--- src/rtl/park_arbiter.sv ---
module park_arbiter #(
  parameter int BW_W = 3
) (
  input  logic            clk,
  input  logic            rst_n,
  input  logic            core_req,
  input  logic            dma_req,
  input  logic            xfer_done,
  input  logic [BW_W-1:0] dma_bw,
  input  logic            mode_we,
  input  logic [1:0]      mode_wdata,
  output logic            core_gnt,
  output logic            dma_gnt,
  output logic            dma_pri,
  output logic [1:0]      mode
);
  localparam logic [1:0] M_RR = 2'b00, M_CORE = 2'b01, M_DMA = 2'b10;

  logic [1:0] gnt_q, mode_q, win;
  logic       pri_q, pref, pri_nxt;

  wire [1:0] req = {dma_req, core_req};
  wire       arb = (gnt_q == 2'b00) || xfer_done;

  always_comb begin
    case (mode_q)
      M_RR:    pref = (dma_bw == '0) ? 1'b1 : pri_q;
      M_CORE:  pref = 1'b0;
      M_DMA:   pref = 1'b1;
      default: pref = pri_q;
    endcase
  end

  always_comb begin
    if (req[pref])       win = pref ? 2'b10 : 2'b01;
    else if (req[!pref]) win = pref ? 2'b01 : 2'b10;
    else                 win = 2'b00;
  end

  always_comb begin
    case (mode_q)
      M_RR:    pri_nxt = (win != 2'b00) ? win[0] : pri_q;
      M_CORE:  pri_nxt = 1'b0;
      M_DMA:   pri_nxt = 1'b1;
      default: pri_nxt = (win != 2'b00) ? win[1] : pri_q;
    endcase
  end

  always_ff @(posedge clk) begin
    if (!rst_n) begin
      gnt_q  <= 2'b00;
      pri_q  <= 1'b0;
      mode_q <= M_RR;
    end else begin
      if (arb) begin
        gnt_q <= win;
        pri_q <= pri_nxt;
      end
      if (mode_we) mode_q <= mode_wdata;
    end
  end

  assign core_gnt = gnt_q[0];
  assign dma_gnt  = gnt_q[1];
  assign dma_pri  = pri_q;
  assign mode     = mode_q;


  onehot_gnt_chk: assert property (@(posedge clk) disable iff (!rst_n)
    !(core_gnt && dma_gnt));


  hold_gnt_chk: assert property (@(posedge clk) disable iff (!rst_n)
    ((core_gnt || dma_gnt) && !xfer_done) |=> ($stable(core_gnt) && $stable(dma_gnt)));


  park_core_chk: assert property (@(posedge clk) disable iff (!rst_n)
    (arb && mode == M_CORE && core_req) |=> (core_gnt && !dma_pri));


  park_dma_chk: assert property (@(posedge clk) disable iff (!rst_n)
    (arb && mode == M_DMA && dma_req) |=> (dma_gnt && dma_pri));


  idle_chk: assert property (@(posedge clk) disable iff (!rst_n)
    (arb && !core_req && !dma_req) |=> (!core_gnt && !dma_gnt));


  core_rise_chk: assert property (@(posedge clk) disable iff (!rst_n)
    $rose(core_gnt) |-> $past(core_req));


  dma_rise_chk: assert property (@(posedge clk) disable iff (!rst_n)
    $rose(dma_gnt) |-> $past(dma_req));
endmodule

--- config.mk ---
export PLATFORM = sky130hd
export DESIGN_NAME = park_arbiter
export DESIGN_NICKNAME = d
export VERILOG_FILES = /design/src/rtl/park_arbiter.sv
export SDC_FILE = /design/constraint.sdc
export NUM_CORES = 1
export LEC_CHECK = 0
export BUFFER_PORTS_ARGS = -buffer_cell sky130_fd_sc_hd__buf_2
export CAP_MARGIN = 20
export CORE_AREA = 8 8 45 47
export DETAILED_ROUTE_END_ITERATION = 7
export DIE_AREA = 0 0 53 55
export GPL_ROUTABILITY_DRIVEN = 1
export GPL_TIMING_DRIVEN = 0
export PLACE_DENSITY = 0.49
export SLEW_MARGIN = 20
export SYNTH_ARGS = -nofsm -noshare
export SYNTH_HDL_FRONTEND = slang
export SYNTH_SLANG_ARGS = --single-unit
--- constraint.sdc ---
create_clock -name clk -period 1.31 [get_ports clk]
set_clock_uncertainty 0.1 [all_clocks]
set_input_delay 0.262 -clock clk [delete_from_list [all_inputs] [get_ports clk]]
set_output_delay 0.262 -clock clk [all_outputs]
set_load 0.03 [all_outputs]
### Word level (Yosys, flattened, before mapping)

Index checks and enable logic that the tools add are counted.
W data, S select, Z words.

* magnitude comparators: 2
* equality and inequality tests: 3
* muxes and demuxes: 13
* reduce and logical (&&, ||, !) cells: 8

Operators with widths (number)
* $mux W2: 4
* $mux W1: 7
* $pmux W1 S3: 2
* $logic_not A2 Y1: 2
* $lt A1 B2 Y1 const B: 2
* $logic_not A3 Y1: 1
* $reduce_and A3 Y1: 1
* $reduce_bool A3 Y1: 1
* $eq A2 B1 Y1 const B: 1
* $eq A2 B2 Y1 const B: 1
* $ne A2 B2 Y1 const B: 1
* $reduce_bool A2 Y1: 1
* $logic_not A1 Y1: 1
* $logic_or A1 B1 Y1: 1

* register bits: 5
* input bits: 11
* output and inout port bits: 5
* word-level logic and storage cells: 29

### Longest topological paths before layout

* word-level depth: 11
* gate-level depth with buffers: 4
* mapped depth without buffers: 4

### Worst setup path after synthesis

No wires, ideal clock.

* path kind: reg2reg
* from: register mode_q[1] (netlist: mode[1])
* to: register gnt_q[0]
* setup time: 0.115 ns
* data arrival time: 1.205 ns
* data required time: 1.095 ns
* setup slack: -0.110 ns
* stages on the path, launching flop included: 5
* path buffers: 0
* clock period less this slack: 1.420 ns
* path through: dfxtp_1 nand2_1 a221oi_2 o21ai_0 and2_1

* cells in the longest elaborated chain, start to end: 6
* elaborated cells on any way between the ends: 12
* classes of those cells: eq/ne (2); mux (9); reduce/logical (1)

RTL lines
* start: declaration: RTL line 19 `logic [1:0] gnt_q, mode_q, win;`
* start signal: assignment: RTL line 59 `if (mode_we) mode_q <= mode_wdata;`
* $eq A2 B2 Y1 (tied with other cells): RTL line 26 `case (mode_q)`
* $pmux W1 S3 *: RTL line 26
* $mux W1 (implied by the code) (2 in series): RTL line 36 `else if (req[!pref]) win = pref ? 2'b01 : 2'b10;`
* $mux W2: RTL line 36
* $mux W2 *: RTL line 35 `if (req[pref]) win = pref ? 2'b10 : 2'b01;`
* end signal: assignment: RTL line 56 `gnt_q <= win;`
* end: declaration: RTL line 19

Mark *: on every way between the ends. The rest lies on a longest branch, timed or not. The select of a mux whose other input is x is not followed.
A chain may end at the register's enable or synchronous reset.

### Worst setup path in the final report

* from: input dma_bw[1]
* to: register gnt_q[0]

* cells in the longest elaborated chain, start to end: 7
* elaborated cells on any way between the ends: 11
* classes of those cells: mux (10); reduce/logical (1)

RTL lines
* start: declaration: RTL line 9 `input logic [BW_W-1:0] dma_bw,`
* $logic_not A3 Y1 *: RTL line 27 `M_RR: pref = (dma_bw == '0) ? 1'b1 : pri_q;`
* $mux W1 *: RTL line 27
* $pmux W1 S3 *: RTL line 26
* $mux W1 (implied by the code) (2 in series): RTL line 36
* $mux W2: RTL line 36
* $mux W2 *: RTL line 35

Marked as above.

==> flow_summary.toml <==
[layout]
layout_common_cells = "buf_2, nor2b_1, clkbuf_4"
syn2layout_area_growth_pct = 47.5
final_common_cell = "buf_2"
layout.nets = 62
seqCellArea_um2 = 106
fill_cells = 169
multiInputGateArea_um2 = 166
finalNonFillerCells = 66
post-route-util = 0.292
diodes = 0
drive_gt1_frac = 0.480

[floorplan]
die-height_um = 55
ios = 16
fp.dieW_um = 53
dieArea_um2 = 2920
start_util = 0.198
coreArea_um2 = 1380
row_count = 14

[sta]
setup_viol = 0
rsz0062_at_grt = "no"
tightest_slew_ns = 0.298
clock.fmax_ghz = 0.804
post-route-min-period_ns = 1.24
drv_slew = 0
timing.slew.headroom = 0.799
hold_slack_ns = 0.180
finalCritPeriodShare = 0.950
timing.final.hold_violations = 0

[clock_tree]
cts_sinks = 5
cts.htree.levels = 1
postCtsSetupRepairBufs = 0
numCtsBuffers = 3
cts_buffer_depth = 2
cts-root-buf = "clkbuf_4"
cts.clk_slew.worst_paths_ns = 0.05
cts_tree = "built"
clock_latency_ns = 0.24

[power]
fin_total_pwr_mw = 0.479
power_density_nw_per_um2 = 1190
peakVddDrop_uv = 377
leakage_nw = 0.195

[routing]
met2WireLength_um = 320
top_layer_used = "met4"
wl_per_cell_um = 12.0
drtAntennaViolNets = 0
avgViaCountPerCell = 4.39
totalWireLength_um = 791
route.met3.wl_um = 139
met1_length_um = 325
drtPass1Iterations = 4
drtIter0Drc = 7
route.detailed.drc = 0
vias = 290

[critical_path]
critPathMaxFanout = 2
crit_path_end_kind = "flop"
cp.arrival_ns = 1.28
required_ns = 1.34
r2r-end = "gnt_q[0]"
rrSetupSlack_ns = 0.09
critPathKind = "in2reg"
r2r-start = "mode[1]"
start_kind = "input port"
r2r_cells = 4

[synth]
synth.yosys.seq_area_share = 0.365
netlist_area_um2 = 274
avgSynthCellArea_um2 = 8.84
yosysWarningCount = 0
ys_seq_elements = 5
syn_nets = 42
syn_inst = 31
netlist-cell-type-count = 16

[run]
drv_cap = 0

[min_path]
holdPathEnd = "mode[0]"
hold_path_class = "in2reg"
hold_depth = 3
hp-start = "mode_wdata[0]"

[global_route]
track_usage = 0.0552
grt_max_degree = 7
gr-total-overflow = 0
grt_pass1_wl_mm = 1.15
antenna_found_initial = 0
grt_pass1_vias = 272

[place]
dpl.hpwl_um = 619
port_buffers = 15
dpl.cell_count = 62
place.gp.congestion = 0.653

[outcome]
status = "complete, no violations"
-- kinds of logic (layout without fill, tap and decap cells) --
kind of cell           after synthesis  count (layout)  synth area share
AO/OA/AOI/OAI                        8               8             0.242
XOR/XNOR                             1               1            0.0320
flip-flops                           5               5             0.365
multiplexers                         2               2            0.0731
buffers and inverters                2              21            0.0274
AND/OR/NAND/NOR                     13              13             0.260
-- state kept, by name (all words and copies together) (netlist names) --
| signal | count |
|---|---|
| mode | 2 |
| gnt_q | 2 |
| dma_pri | 1 |
-- routing by layer --
metal / vias up / global-route usage
li1: 152 / -
met1: 123 / 0.0563
met2: 13 / 0.0742
met3: 2 / 0.0374
met4: 0 / 0.0517
met5: - / 0
-- metrics by stage --
stage               setup slack [ns]  cell area [µm²]  setup TNS (ns)
finish                        0.0656              404               0
CTS                           0.0225              398               0
global route                 0.00756              404               0
global placement              -0.180              372          -0.388
detailed placement            -0.196              372          -0.436
floorplan                   -0.00975              277         -0.0127
-- power breakdown --
group	total (mW)	switching (mW)	internal [mW]
registers	0.182	0.0153	0.167
logic	0.114	0.0650	0.0493
clock network	0.182	0.0670	0.115
-- worst max-delay path, stage by stage --
cell and delay (ns):
buf_2 0.09, or3_4 0.38, a221oi_2 0.26, o21ai_0 0.12, and2_1 0.16
-- worst max-delay path by stage --
stage	start	end	cells past startpoint
floorplan	dma_bw[1]	gnt_q[0]	4
global placement	dma_bw[1]	gnt_q[0]	5
detailed placement	dma_bw[1]	gnt_q[0]	5
CTS	mode[1]	gnt_q[0]	4
global route	dma_bw[1]	gnt_q[0]	5
finish	dma_bw[1]	gnt_q[0]	5
-- layout make-up --
cell class,count,area share
Multi-Input combinational cell,24,0.412
Clock buffer,4,0.0650
Tap cell,16,0.0495
Sequential cell,5,0.263
Inverter,2,0.0186
Timing Repair Buffer,15,0.192
-- synth_stat cells, drive strengths merged --
| library cell | number | area, µm² |
|---|---|---|
| nor2b | 4 | 25.0 |
| and2 | 1 | 6.26 |
| a221o | 1 | 11.3 |
| xor2 | 1 | 8.76 |
| nand2 | 3 | 11.3 |
| o31ai | 1 | 7.51 |
| o21bai | 1 | 7.51 |
| nand3 | 2 | 10.0 |
| dfxtp | 5 | 100 |
| nor2 | 2 | 7.51 |
| or3 | 1 | 11.3 |
| a221oi | 1 | 15.0 |
| mux2i | 2 | 20.0 |
| a222oi | 1 | 10.0 |
| o21ai | 3 | 15.0 |
| inv | 2 | 7.51 |
-- what timing repair did --
item,CTS,global route
hold buffers,0,0
setup endpoints to repair,0,2
resized for setup,0,3
Note: power is estimated with default switching activity, not from simulation.
